### config.mk
export PLATFORM = sky130hd
export DESIGN_NAME = edge_shrink_ctrl
export DESIGN_NICKNAME = d
export VERILOG_FILES = /design/src/rtl/edge_shrink_pkg.sv /design/src/rtl/edge_cycle_counter.sv /design/src/rtl/edge_shrink_bank.sv /design/src/rtl/edge_shrink_ctrl.sv
export SDC_FILE = /design/constraint.sdc
export NUM_CORES = 1
export LEC_CHECK = 0
export BUFFER_PORTS_ARGS = -buffer_cell sky130_fd_sc_hd__buf_4
export CAP_MARGIN = 5
export CORE_MARGIN = 5
export CORE_UTILIZATION = 50
export DETAILED_ROUTE_END_ITERATION = 10
export PLACE_DENSITY_LB_ADDON = 0.25
export SLEW_MARGIN = 20
export SYNTH_ARGS = -nofsm -noshare
export SYNTH_HDL_FRONTEND = slang
export SYNTH_SLANG_ARGS = --single-unit
### constraint.sdc
create_clock -name clk -period 6.6 [get_ports clk]
set_input_delay 0.99 -clock clk [delete_from_list [all_inputs] [get_ports clk]]
set_output_delay 0.99 -clock clk [all_outputs]
set_load 0.02 [all_outputs]
### src/rtl/edge_shrink_pkg.sv
package edge_shrink_pkg;
    typedef enum logic [1:0] {
        PH_IDLE  = 2'd0,
        PH_ARMED = 2'd1,
        PH_RUN   = 2'd2,
        PH_HOLD  = 2'd3
    } shrink_phase_e;
endpackage

### src/rtl/edge_cycle_counter.sv
module edge_cycle_counter #(
    parameter int CYC_W = 32
) (
    input  logic             clk,
    input  logic             rst_n,
    output logic [CYC_W-1:0] count
);
    logic [CYC_W-1:0] cnt_d, cnt_q;

    always_comb begin
        cnt_d = cnt_q + CYC_W'(1);
    end

    always_ff @(posedge clk) begin
        if (!rst_n) cnt_q <= '0;
        else        cnt_q <= cnt_d;
    end

    assign count = cnt_q;
endmodule

### src/rtl/edge_shrink_bank.sv
module edge_shrink_bank #(
    parameter int CODE_W   = 4,
    parameter int N_STEPS  = 14,
    parameter int N_SLOTS  = 4,
    parameter int CYC_W    = 32,
    parameter int IDX_W    = 2,
    parameter int DEF_CODE = 7
) (
    input  logic                             clk,
    input  logic                             rst_n,
    input  logic                             load_en,
    input  logic [CYC_W-1:0]                 target_in,
    input  logic [IDX_W-1:0]                 last_in,
    input  logic [N_SLOTS*CODE_W-1:0]        rise_in,
    input  logic [N_SLOTS*CODE_W-1:0]        fall_in,
    input  logic [CODE_W-1:0]                def_rise_in,
    input  logic [CODE_W-1:0]                def_fall_in,
    output logic [CYC_W-1:0]                 target_q,
    output logic [IDX_W-1:0]                 last_q,
    output logic [N_SLOTS-1:0][CODE_W-1:0]   rise_tab,
    output logic [N_SLOTS-1:0][CODE_W-1:0]   fall_tab,
    output logic [CODE_W-1:0]                def_rise_q,
    output logic [CODE_W-1:0]                def_fall_q
);
    localparam logic [CODE_W-1:0] MAX_CODE = CODE_W'(N_STEPS - 1);
    localparam logic [CODE_W-1:0] RST_CODE = CODE_W'(DEF_CODE);

    typedef struct packed {
        logic [CYC_W-1:0]               target;
        logic [IDX_W-1:0]               last;
        logic [N_SLOTS-1:0][CODE_W-1:0] rise;
        logic [N_SLOTS-1:0][CODE_W-1:0] fall;
        logic [CODE_W-1:0]              drise;
        logic [CODE_W-1:0]              dfall;
    } bank_t;

    bank_t bank_d, bank_q;
    logic [N_SLOTS-1:0][CODE_W-1:0] sat_rise, sat_fall;

    function automatic logic [CODE_W-1:0] clip(input logic [CODE_W-1:0] v);
        return (v > MAX_CODE) ? MAX_CODE : v;
    endfunction

    for (genvar g = 0; g < N_SLOTS; g++) begin : g_slot
        assign sat_rise[g] = clip(rise_in[g*CODE_W +: CODE_W]);
        assign sat_fall[g] = clip(fall_in[g*CODE_W +: CODE_W]);
    end

    always_comb begin
        bank_d = bank_q;
        if (load_en) begin
            bank_d.target = target_in;
            bank_d.last   = last_in;
            bank_d.rise   = sat_rise;
            bank_d.fall   = sat_fall;
            bank_d.drise  = clip(def_rise_in);
            bank_d.dfall  = clip(def_fall_in);
        end
    end

    always_ff @(posedge clk) begin
        if (!rst_n) begin
            bank_q.target <= '0;
            bank_q.last   <= '0;
            bank_q.rise   <= {N_SLOTS{RST_CODE}};
            bank_q.fall   <= {N_SLOTS{RST_CODE}};
            bank_q.drise  <= RST_CODE;
            bank_q.dfall  <= RST_CODE;
        end else begin
            bank_q <= bank_d;
        end
    end

    assign target_q   = bank_q.target;
    assign last_q     = bank_q.last;
    assign rise_tab   = bank_q.rise;
    assign fall_tab   = bank_q.fall;
    assign def_rise_q = bank_q.drise;
    assign def_fall_q = bank_q.dfall;
endmodule

### src/rtl/edge_shrink_ctrl.sv
module edge_shrink_ctrl
    import edge_shrink_pkg::*;
#(
    parameter int CODE_W   = 4,
    parameter int N_STEPS  = 14,
    parameter int N_SLOTS  = 4,
    parameter int CYC_W    = 32,
    parameter int DEF_CODE = 7,
    localparam int IDX_W   = (N_SLOTS > 1) ? $clog2(N_SLOTS) : 1
) (
    input  logic                      clk,
    input  logic                      rst_n,
    input  logic                      prog_load,
    input  logic [CYC_W-1:0]          prog_target,
    input  logic [IDX_W-1:0]          prog_last,
    input  logic [N_SLOTS*CODE_W-1:0] prog_rise,
    input  logic [N_SLOTS*CODE_W-1:0] prog_fall,
    input  logic [CODE_W-1:0]         prog_def_rise,
    input  logic [CODE_W-1:0]         prog_def_fall,
    input  logic                      arm,
    input  logic                      restore,
    output logic [CODE_W-1:0]         rise_code,
    output logic [CODE_W-1:0]         fall_code,
    output logic                      sched_active
);
    typedef struct packed {
        shrink_phase_e       phase;
        logic [IDX_W-1:0]    idx;
        logic [CODE_W-1:0]   rise;
        logic [CODE_W-1:0]   fall;
    } ctl_t;

    ctl_t ctl_d, ctl_q;

    logic [CYC_W-1:0]               cyc_q;
    logic [CYC_W-1:0]               target_q;
    logic [IDX_W-1:0]               last_q;
    logic [N_SLOTS-1:0][CODE_W-1:0] rise_tab, fall_tab;
    logic [CODE_W-1:0]              def_rise_q, def_fall_q;
    logic                           load_ok;
    logic                           hit;
    logic [IDX_W-1:0]               idx_nx;
    shrink_phase_e                  phase_q;
    logic [IDX_W-1:0]               idx_q;

    assign load_ok = prog_load && (ctl_q.phase == PH_IDLE || ctl_q.phase == PH_HOLD);
    assign hit     = (cyc_q == target_q);
    assign idx_nx  = ctl_q.idx + IDX_W'(1);

    edge_cycle_counter #(.CYC_W(CYC_W)) u_cnt (
        .clk   (clk),
        .rst_n (rst_n),
        .count (cyc_q)
    );

    edge_shrink_bank #(
        .CODE_W   (CODE_W),
        .N_STEPS  (N_STEPS),
        .N_SLOTS  (N_SLOTS),
        .CYC_W    (CYC_W),
        .IDX_W    (IDX_W),
        .DEF_CODE (DEF_CODE)
    ) u_bank (
        .clk         (clk),
        .rst_n       (rst_n),
        .load_en     (load_ok),
        .target_in   (prog_target),
        .last_in     (prog_last),
        .rise_in     (prog_rise),
        .fall_in     (prog_fall),
        .def_rise_in (prog_def_rise),
        .def_fall_in (prog_def_fall),
        .target_q    (target_q),
        .last_q      (last_q),
        .rise_tab    (rise_tab),
        .fall_tab    (fall_tab),
        .def_rise_q  (def_rise_q),
        .def_fall_q  (def_fall_q)
    );

    always_comb begin
        ctl_d = ctl_q;
        if (restore) begin
            ctl_d.phase = PH_IDLE;
            ctl_d.idx   = '0;
            ctl_d.rise  = def_rise_q;
            ctl_d.fall  = def_fall_q;
        end else begin
            unique case (ctl_q.phase)
                PH_IDLE: begin
                    ctl_d.rise = def_rise_q;
                    ctl_d.fall = def_fall_q;
                    if (arm) ctl_d.phase = PH_ARMED;
                end
                PH_ARMED: begin
                    if (hit) begin
                        ctl_d.phase = PH_RUN;
                        ctl_d.idx   = '0;
                        ctl_d.rise  = rise_tab[0];
                        ctl_d.fall  = fall_tab[0];
                    end else begin
                        ctl_d.rise = def_rise_q;
                        ctl_d.fall = def_fall_q;
                    end
                end
                PH_RUN: begin
                    if (ctl_q.idx >= last_q) begin
                        ctl_d.phase = PH_HOLD;
                    end else begin
                        ctl_d.idx  = idx_nx;
                        ctl_d.rise = rise_tab[idx_nx];
                        ctl_d.fall = fall_tab[idx_nx];
                    end
                end
                PH_HOLD: begin
                    if (arm) begin
                        ctl_d.phase = PH_ARMED;
                        ctl_d.rise  = def_rise_q;
                        ctl_d.fall  = def_fall_q;
                    end
                end
                default: ctl_d.phase = PH_IDLE;
            endcase
        end
    end

    always_ff @(posedge clk) begin
        if (!rst_n) begin
            ctl_q.phase <= PH_IDLE;
            ctl_q.idx   <= '0;
            ctl_q.rise  <= CODE_W'(DEF_CODE);
            ctl_q.fall  <= CODE_W'(DEF_CODE);
        end else begin
            ctl_q <= ctl_d;
        end
    end

    assign phase_q      = ctl_q.phase;
    assign idx_q        = ctl_q.idx;
    assign rise_code    = ctl_q.rise;
    assign fall_code    = ctl_q.fall;
    assign sched_active = (ctl_q.phase == PH_RUN);
endmodule

==> results of run 1 <==
[sequential cells by signal (all words and copies together), names as in the netlist, 4 cells and up]
signal and count:
u_cnt.count 32, u_bank.rise_tab 16, u_bank.def_fall_q 4, u_bank.fall_tab 16, u_bank.target_q 32, rise_code 4
fall_code 4, u_bank.def_rise_q 4
[synthesized netlist by cell type (all sizes together), types with 9 or more instances]
cell type	n	area share
a21boi	47	0.062
a21oi	27	0.024
a22oi	10	0.013
a311oi	12	0.019
and2	31	0.034
clkbuf	30	0.020
dfxtp	118	0.42
nand2	142	0.094
nand3	24	0.021
nand4	9	0.015
nor2	28	0.020
o21ai	17	0.017
xnor2	21	0.032
xor2	38	0.059
[worst min-delay path by stage]
stage          cells past startpoint                   to  slack, ns
6_report                           2   u_bank.fall_tab[6]       0.47
3_5_place_dp                       2   u_bank.fall_tab[6]       0.46
5_1_grt                            2  u_bank.rise_tab[11]       0.49
4_1_cts                            2   u_bank.fall_tab[6]       0.47
3_3_place_gp                       2   u_bank.fall_tab[6]       0.45
2_1_floorplan                      2  u_bank.fall_tab[14]       0.44
[stage by stage]
step                area, µm²  total power [mW]
floorplan                5680             0.944
global placement         6370              1.03
detailed placement       6370              1.04
CTS                      7010              2.02
global route             7010              2.09
finish                   7010              2.01
[cell type report]
class | instances | area [µm²] | share of cell area
tap | 143 | 179 | 0.0255
sequential | 118 | 2360 | 0.337
multi-input combinational | 487 | 3140 | 0.447
inverter | 7 | 26.3 | 0.00375
clock inverter | 13 | 194 | 0.0277
timing repair buffer | 89 | 668 | 0.0953
clock buffer | 19 | 443 | 0.0632
[where the power goes]
group | internal [mW] | switching (mW)
logic | 0.105 | 0.126
registers | 0.757 | 0.0335
clock network | 0.647 | 0.338
total | 1.51 | 0.498
[worst min-delay path, delay by kind of cell (launching register included)]
kind             cells  cell delay [ns]
AND/OR/NAND/NOR      2             0.12
flip-flops           1             0.32
[per-layer routing]
layer | global-route usage | wire length, µm
met3 | 0.0528 | 818
met5 | 0 | 0
met2 | 0.337 | 6340
met1 | 0.285 | 6360
met4 | 0.0635 | 162
[logic make-up (layout without fill, tap and decap cells)]
group | count (synthesis) | in the layout | share of synthesized area
adder cells (fa/ha/maj) | 7 | 7 | 0.0154
multiplexers | 15 | 15 | 0.0441
XOR/XNOR | 59 | 59 | 0.0911
AND/OR/NAND/NOR | 276 | 276 | 0.241
AO/OA/AOI/OAI | 130 | 130 | 0.160
flip-flops | 118 | 118 | 0.416
buffers and inverters | 44 | 128 | 0.0324
==> impl_summary.log, run 1 <==
INFO  metric synthCells = 649
INFO  metric die_h = 117 µm
INFO  metric pin_count_of_the_biggest_net_entering_global_routing = 117
INFO  metric path_cells = inv_1 -> ha_1 -> nand2b_1 -> a221o_1 -> and2_1 -> nand2b_1 -> o311ai_1
INFO  metric regToRegSetupSlack = 3.77 ns
INFO  metric path_delay_family = simple AND/OR/NAND/NOR gates
INFO  metric hold_viol_final = 0
INFO  metric ys_seq_area_frac = 0.416
INFO  metric syn_area_per_cell = 8.74 µm²
INFO  metric detailedRoute.firstPassIterationCount = 5
INFO  metric design.die.area = 13600 µm²
INFO  metric detailed_place_hpwl = 9.53 mm
INFO  metric diodes_inserted = 0
INFO  metric grt_pass1_vias = 4747
INFO  metric drc = 0
INFO  metric power_per_cell_area = 287 nW/µm²
INFO  metric layout.cells.most_common = nand2_1
INFO  metric worstPathRequired = 6.91 ns
INFO  metric vias_per_cell = 5.41
INFO  metric setup_fix_buffers_added_after_clock_tree_synthesis = 0
INFO  metric drt_first_iter_violations = 346
INFO  metric worstSetupEndpoint = fall_code[2]
INFO  metric worstPathBufferInverterCount = 1
INFO  metric worst-endpoint-arrival = 3.15 ns
INFO  metric pin_slew_with_the_least_headroom_to_its_limit = 0.965 ns
INFO  metric io-pin-count = 88
INFO  metric static-leakage-power = 2.92 nW
INFO  metric clock-sinks = 118
INFO  metric finalCriticalPeriod = 2.83 ns
INFO  metric clk_pin_slew = 0.06 ns
INFO  metric worstSetupEndpointType = flop
INFO  metric worst_path_max_delay_cell = dfxtp_1
INFO  metric synthesis.yosys.warnings = 0
INFO  metric finalSetupTns = 0 ns
INFO  metric layout.core_utilization = 0.622
INFO  metric tritoncts = built
INFO  metric yosysUniqueCellTypes = 44
INFO  metric cts_resized = 0
INFO  metric routed_wl = 13.7 mm
INFO  metric crit-reg2reg-capture = fall_code[2]
INFO  metric synth.net_count = 735
INFO  metric class_of_the_most_critical_hold_timing_path = reg -> reg
INFO  metric wire_length_of_the_first_global_routing_pass = 22.6 mm
INFO  metric layout.cells.non_filler = 876
INFO  metric timing.critical_path.slowest_cell_delay = 0.78 ns
INFO  metric postSynth.asyncResetShare = 0
INFO  metric die_width = 117 µm
INFO  metric synth-seq-cells = 118
INFO  metric route.detailed.wl_per_inst = 15.6 µm
INFO  metric worst_slew_margin_rel = 0.356
INFO  metric num-fill-cells = 971
INFO  metric vias = 4742
INFO  metric layout-drive-gt1-share = 0.198
INFO  metric grt_util_all_layers = 0.211
INFO  metric setup.worst_path.start_class = flop
INFO  metric max_freq = 0.353 GHz
INFO  metric netlist_area = 5680 µm²
INFO  metric cts_max_level = 4
INFO  metric worst_skew = 0.00810 ns
INFO  metric timing_worst_setup_path_type = reg -> reg
INFO  metric hp-start = u_bank.fall_tab[6]
INFO  metric post-place-cells = 844
INFO  metric fp.coreArea = 11300 µm²
INFO  metric synth-main-ff-cell = dfxtp_1
INFO  metric crit_path_frequent_cell = nand2b_1
INFO  metric setup_violations = 0
INFO  metric rsz_0062_raised_after_global_routing = false
INFO  metric buffer_ports.inserted = 87
INFO  metric place_ws = 3.77 ns
INFO  metric most-common-layout-cells = nand2_1 (141), dfxtp_1 (118), buf_4 (89), a21boi_0 (45), xor2_1 (38)
INFO  metric num-nets-final = 806
INFO  metric cts_buffers = 17
INFO  metric insertion_delay = 0.41 ns
INFO  metric finalMaxSlewViolations = 0
INFO  metric outcome = complete, no violations
INFO  metric buffer_levels_on_the_longest_clock_path = 2
INFO  metric timing.rr.start = idx_q[0]
INFO  metric hold-worst-slack = 0.466 ns
INFO  metric antenna_found_initial = 0
INFO  metric gp_congestion = 0.861
INFO  metric post-route-period-util = 0.430
INFO  metric peakVddDrop = 219 µV
INFO  metric timing.final.ws_setup = 3.77 ns
INFO  metric cp_num_cells = 7
INFO  metric root_buffer = clkbuf_16
INFO  metric worstPathMaxFanout = 12
INFO  metric ctsHoldBuffers = 0
INFO  metric placementRows = 39
INFO  metric number_of_enable_type_register_cells_in_the_synthesized_netlist = 0
INFO  metric area_growth_synth_to_finish = 23.5%
INFO  metric drtAntennaViolNets = 0
INFO  metric grt_overflow = 0
INFO  metric initial_core_utilization = 0.503
INFO  metric timing.max_cap.violations = 0
INFO  metric rr_worst_depth = 7
INFO  metric timing.critical_path.from = idx_q[0]
No activity file was read; power rests on OpenSTA's default activity.
==> run 2, diff against run 1 <==
==> constraint.sdc (replaced) <==
create_clock -name clk -period 2.3 [get_ports clk]
set_input_delay 0.345 -clock clk [delete_from_list [all_inputs] [get_ports clk]]
set_output_delay 0.345 -clock clk [all_outputs]
set_load 0.02 [all_outputs]
==> run 2 against run 1 <==
Compared with the run above:
- global-route usage grew 0.39 points
- wire length grew 1.1%
- sequential power grew to 2.9 times the previous value
- combinational power grew to 3.0 times the previous value
- maximum frequency grew 30%
- total power grew to 2.7 times the previous value
- critical path depth is the same
- sequential share of layout area shrank 0.21 points
- count of clock-buffer cells in the layout shrank 2
- core utilization grew 0.39 points
- first-iteration DRC count grew 33%
- die area is the same
- largest power group unchanged
- highest routed layer unchanged
==> impl_summary.log, run 2 (synthesis gave the netlist of run 1 again) <==
INFO  metric outcome = complete, no violations
INFO  metric routed_wl = 13.8 mm
INFO  metric pin_slew_with_the_least_headroom_to_its_limit = 0.510 ns
INFO  metric tritoncts = built
INFO  metric insertion_delay = 0.42 ns
INFO  metric static-leakage-power = 2.93 nW
INFO  metric detailedRoute.firstPassIterationCount = 5
INFO  metric setup_fix_buffers_added_after_clock_tree_synthesis = 0
INFO  metric worst_skew = 0.00923 ns
INFO  metric class_of_the_most_critical_hold_timing_path = in -> reg
INFO  metric power.sequential.fraction = 0.413
INFO  metric pin_count_of_the_biggest_net_entering_global_routing = 67
INFO  metric worst-endpoint-arrival = 2.49 ns
INFO  metric placementRows = 39
INFO  metric num-nets-final = 814
INFO  metric timing.final.ws_setup = 0.120 ns
INFO  metric cellInternalPower = 4.00 mW
INFO  metric fp.coreArea = 11300 µm²
INFO  metric buffer_levels_on_the_longest_clock_path = 2
INFO  metric cts_buffers = 17
INFO  metric timing.max_cap.violations = 0
INFO  metric layout-drive-gt1-share = 0.209
INFO  metric max_freq = 0.459 GHz
INFO  metric finalCriticalPeriod = 2.18 ns
INFO  metric clk_pin_slew = 0.06 ns
INFO  metric p_sw_frac = 0.272
INFO  metric num-fill-cells = 968
INFO  metric grt_overflow = 0
INFO  metric power_per_cell_area = 779 nW/µm²
INFO  metric die_width = 117 µm
INFO  metric setup_violations = 0
INFO  metric grt_pass1_vias = 4795
INFO  metric place_ws = 0.142 ns
INFO  metric diodes_inserted = 0
INFO  metric layout.cells.most_common = nand2_1
INFO  metric finalSetupTns = 0 ns
INFO  metric drc = 0
INFO  metric initial_core_utilization = 0.503
INFO  metric post-route-period-util = 0.948
INFO  metric drt_first_iter_violations = 460
INFO  metric finalMaxSlewViolations = 0
INFO  metric clock_power_share = 0.462
INFO  metric route.detailed.wl_per_inst = 15.6 µm
INFO  metric vias = 4830
INFO  metric peakVddDrop = 564 µV
INFO  metric gp_congestion = 0.855
INFO  metric setup.worst_path.start_class = flop
INFO  metric worstSetupEndpointType = flop
INFO  metric hold_viol_final = 0
INFO  metric hold-worst-slack = 0.156 ns
INFO  metric p_sw = 1.50 mW
INFO  metric power.combinational.fraction = 0.126
INFO  metric cts_max_level = 4
INFO  metric detailed_place_hpwl = 9.77 mm
INFO  metric wire_length_of_the_first_global_routing_pass = 22.9 mm
INFO  metric worstPathRequired = 2.61 ns
INFO  metric design.die.area = 13600 µm²
INFO  metric area_growth_synth_to_finish = 24.3%
INFO  metric timing_worst_setup_path_type = reg -> reg
INFO  metric drtAntennaViolNets = 0
INFO  metric ctsHoldBuffers = 0
INFO  metric clock-sinks = 118
INFO  metric worstPathMaxFanout = 9
INFO  metric die_h = 117 µm
INFO  metric antenna_found_initial = 0
INFO  metric layout.core_utilization = 0.626
INFO  metric most-common-layout-cells = nand2_1 (141), dfxtp_1 (118), buf_4 (94), a21boi_0 (45), xor2_1 (38)
INFO  metric cts_resized = 0
INFO  metric worst_slew_margin_rel = 0.660
INFO  metric io-pin-count = 88
INFO  metric vias_per_cell = 5.46
INFO  metric grt_util_all_layers = 0.215
INFO  metric buffer_ports.inserted = 87
INFO  metric root_buffer = clkbuf_16
run 2: cell types whose count changed in the layout (fill, tap and decap cells not counted), moves of 2 or more:
cell        change
buf_12          +3
buf_4           +5
bufinv_16       -3
clkinvlp_4      +5
inv_6           +2
run 2: worst max-delay path: stages (launching register included):
cell,delay (ns)
dfxtp_1,0.39
inv_1,0.08
ha_1,0.30
and2_1,0.18
a221o_1,0.34
and2_1,0.22
nand2b_2,0.26
o311ai_1,0.31
run 2: cell type report:
class / count / area (µm²) / area share
clock inverter: 15 / 145 / 0.0206
inverter: 7 / 26.3 / 0.00373
tap: 143 / 179 / 0.0254
clock buffer: 17 / 425 / 0.0603
timing repair buffer: 97 / 766 / 0.109
multi-input combinational: 487 / 3150 / 0.446
sequential: 118 / 2360 / 0.335
run 2: final timing paths:
check             slack (ns)               start                 end  cells after the start
setup / recovery        0.12          phase_q[0]        rise_code[2]                      7
hold / removal          0.16        prog_rise[5]  u_bank.rise_tab[5]                      3
setup reg to reg        0.12          phase_q[0]        rise_code[2]                      7
hold reg to reg         0.46  u_bank.fall_tab[7]  u_bank.fall_tab[7]                      2
run 2: power groups by stage:
stage | logic (mW) | clock network (mW) | registers, mW
2_1_floorplan | 0.417 | 0 | 2.29
3_3_place_gp | 0.668 | 0 | 2.30
3_5_place_dp | 0.683 | 0 | 2.31
4_1_cts | 0.689 | 2.56 | 2.27
5_1_grt | 0.774 | 2.67 | 2.28
6_report | 0.690 | 2.54 | 2.27
run 2: metrics by stage:
stage / power (mW) / cell area (µm²) / instances
after floorplan: 2.71 / 5680 / 649
after global placement: 2.97 / 6470 / 852
after detailed placement: 2.99 / 6470 / 852
after CTS: 5.51 / 7040 / 884
after global routing: 5.73 / 7050 / 884
final: 5.49 / 7050 / 884
run 2: per-layer routing:
layer,vias to the layer above,global-route usage,part of all wire
met3,17,0.0611,0.082
met5,-,0,0
met1,2251,0.291,0.44
li1,2404,-,-
met4,0,0.0749,0.014
met2,158,0.331,0.46
==> run 3, diff against run 2 <==
--- a/config.mk
+++ b/config.mk
@@ -5,12 +5,13 @@
 export SDC_FILE = /design/constraint.sdc
 export NUM_CORES = 1
 export LEC_CHECK = 0
-export BUFFER_PORTS_ARGS = -buffer_cell sky130_fd_sc_hd__buf_4
 export CAP_MARGIN = 5
 export CORE_MARGIN = 5
 export CORE_UTILIZATION = 50
 export DETAILED_ROUTE_END_ITERATION = 10
+export DONT_BUFFER_PORTS = 1
 export PLACE_DENSITY_LB_ADDON = 0.25
+export SETUP_SLACK_MARGIN = 0.15
 export SLEW_MARGIN = 20
 export SYNTH_ARGS = -nofsm -noshare
 export SYNTH_HDL_FRONTEND = slang
==> run 3 against run 2 <==
Compared with the run above:
- first-iteration DRC count decreased by 25%
- via count down 7.7%
- cell count down 10%
- critical endpoint is now fall_code[0]
==> impl_summary.log, run 3 (synthesis gave the netlist of run 1 again) <==
INFO  metric cts_max_level = 4
INFO  metric p_sw_frac = 0.236
INFO  metric max_freq = 0.500 GHz
INFO  metric crit-reg2reg-capture = fall_code[0]
INFO  metric drtAntennaViolNets = 0
INFO  metric pin_count_of_the_biggest_net_entering_global_routing = 110
INFO  metric worst-endpoint-arrival = 2.28 ns
INFO  metric power.combinational.fraction = 0.092
INFO  metric hp-start = rst_n
INFO  metric worstSetupEndpointType = flop
INFO  metric grt_pass1_vias = 4328
INFO  metric area_growth_synth_to_finish = 13.3%
INFO  metric path_cells = inv_1 -> ha_1 -> and2_1 -> a221o_1 -> and2_4 -> buf_4 -> mux2i_2 -> o311ai_2
INFO  metric clock-sinks = 118
INFO  metric setup_violations = 0
INFO  metric power.sequential.fraction = 0.418
INFO  metric most-common-layout-cells = nand2_1 (141), dfxtp_1 (117), a21boi_0 (45), xor2_1 (38), and2_1 (29)
INFO  metric p_sw = 1.29 mW
INFO  metric wire_length_of_the_first_global_routing_pass = 21.2 mm
INFO  metric totalPowerFinal = 5.46 mW
INFO  metric io-pin-count = 88
INFO  metric detailed_place.area = 5790 µm²
INFO  metric design.die.area = 13600 µm²
INFO  metric drt_first_iter_violations = 344
INFO  metric timing.max_cap.violations = 0
INFO  metric timing.critical_path.slowest_cell_delay = 0.34 ns
INFO  metric detailroute.wirelength.met2 = 5.93 mm
INFO  metric fp.coreArea = 11300 µm²
INFO  metric pin_slew_with_the_least_headroom_to_its_limit = 0.417 ns
INFO  metric min_delay_worst_endpoint = u_bank.fall_tab[13]
INFO  metric finalCriticalPeriod = 2.00 ns
INFO  metric cts_buffers = 17
INFO  metric class_of_the_most_critical_hold_timing_path = in -> reg
INFO  metric top_signal_layer_used = met4
INFO  metric clock_power_share = 0.489
INFO  metric drc = 0
INFO  metric root_buffer = clkbuf_16
INFO  metric cellInternalPower = 4.17 mW
INFO  metric layout.cells.most_common = nand2_1
INFO  metric worst_slew_margin_rel = 0.721
INFO  metric die_h = 117 µm
INFO  metric detailedRoute.firstPassIterationCount = 5
INFO  metric finalSetupTns = 0 ns
INFO  metric post-route-period-util = 0.869
INFO  metric static-leakage-power = 2.54 nW
INFO  metric num-fill-cells = 1025
INFO  metric insertion_delay = 0.41 ns
INFO  metric rr_worst_depth = 8
INFO  metric worst_path_max_delay_cell = a221o_1
INFO  metric wirelength_met1 = 6.13 mm
INFO  metric vias = 4457
INFO  metric setup.worst_path.start_class = flop
INFO  metric timing_worst_setup_path_type = reg -> reg
INFO  metric tritoncts = built
INFO  metric antenna_found_initial = 0
INFO  metric wl_met3 = 926 µm
INFO  metric outcome = complete, no violations
INFO  metric num-nets-final = 727
INFO  metric power_per_cell_area = 849 nW/µm²
INFO  metric peakVddDrop = 473 µV
INFO  metric hold_viol_final = 0
INFO  metric layout.core_utilization = 0.571
INFO  metric buffer_levels_on_the_longest_clock_path = 2
INFO  metric route.detailed.wl_per_inst = 16.5 µm
INFO  metric gp_congestion = 0.844
INFO  metric timing.rr.start = u_bank.last_q[1]
INFO  metric clk_pin_slew = 0.05 ns
INFO  metric worstPathRequired = 2.58 ns
INFO  metric initial_core_utilization = 0.503
INFO  metric grt_overflow = 0
INFO  metric layout-drive-gt1-share = 0.103
INFO  metric buffer_ports.inserted = 0
INFO  metric routed_wl = 13.1 mm
INFO  metric detailed_place_hpwl = 9.25 mm
INFO  metric worstPathMaxFanout = 6
INFO  metric rsz_0062_raised_after_global_routing = false
INFO  metric placementRows = 39
INFO  metric die_width = 117 µm
INFO  metric whs_path_depth = 1
INFO  metric timing.critical_path.from = u_bank.last_q[1]
INFO  metric diodes_inserted = 0
INFO  metric vias_per_cell = 5.60
INFO  metric finalMaxSlewViolations = 0
INFO  metric grt_util_all_layers = 0.203
INFO  metric worst_skew = 0.00767 ns
INFO  metric regToRegSetupSlack = 0.30 ns
INFO  metric fin_area = 6430 µm²
## run 3: cell count changes in the layout (fill, tap and decap cells not counted), sizes merged
| cell | previous run | this run |
|---|---|---|
| buf | 97 | 9 |
| bufinv | 1 | 3 |
| clkbuf | 17 | 23 |
| clkinvlp | 6 | 3 |
| dlygate4sd3 | 0 | 1 |
| inv | 13 | 7 |
## run 3: layout make-up
type,instances,area (µm²),share of cell area
multi-input combinational,487,3160,0.491
clock buffer,23,478,0.0743
tap,143,179,0.0278
clock inverter,8,123,0.0191
timing repair buffer,10,103,0.0160
sequential,118,2360,0.367
inverter,7,26.3,0.00408
## run 3: power by group through the flow
| stage | sequential, mW | clock, mW | combinational (mW) |
|---|---|---|---|
| final | 2.29 | 2.67 | 0.504 |
| after CTS | 2.28 | 2.72 | 0.504 |
| after floorplan | 2.29 | 0 | 0.417 |
| after detailed placement | 2.33 | 0 | 0.497 |
| after global placement | 2.32 | 0 | 0.480 |
| after global routing | 2.30 | 2.82 | 0.573 |
## run 3: worst max-delay path by stage
stage	endpoint	slack, ns	cells after the start
2_1_floorplan	fall_code[3]	0.15	9
3_3_place_gp	rise_code[1]	0.31	7
3_5_place_dp	fall_code[0]	0.20	7
4_1_cts	fall_code[0]	0.15	7
5_1_grt	phase_q[0]	0.16	6
6_report	fall_code[0]	0.30	8
## run 3: metrics by stage
stage	setup slack [ns]	hold WS, ns	std cells
finish	0.301	0.0398	796
CTS	0.151	0.00144	796
global placement	0.308	0.428	764
floorplan	0.150	0.435	649
detailed placement	0.199	0.429	764
global route	0.159	0.0170	796
## run 3: repair_timing
| action | 4_1_cts | 5_1_grt |
|---|---|---|
| resized for setup | 0 | 8 |
| buffers inserted | 0 | 0 |
| setup endpoints to repair | 0 | 10 |
| endpoints found under the hold margin | 8 | 0 |
| hold buffers | 1 | 0 |
## run 3: routing by layer
layer,vias up,track usage
met4,0,0.0688
met2,113,0.306
li1,2236,-
met1,2094,0.270
met3,14,0.0736
met5,-,0
## run 3: worst max-delay path, delay by kind of cell, from the launching register on
family | cells | cell delay [ns]
simple gates | 2 | 0.35
fa+ha+maj | 1 | 0.31
buf+inv | 2 | 0.22
compound gates | 2 | 0.47
flops | 1 | 0.33
mux | 1 | 0.20
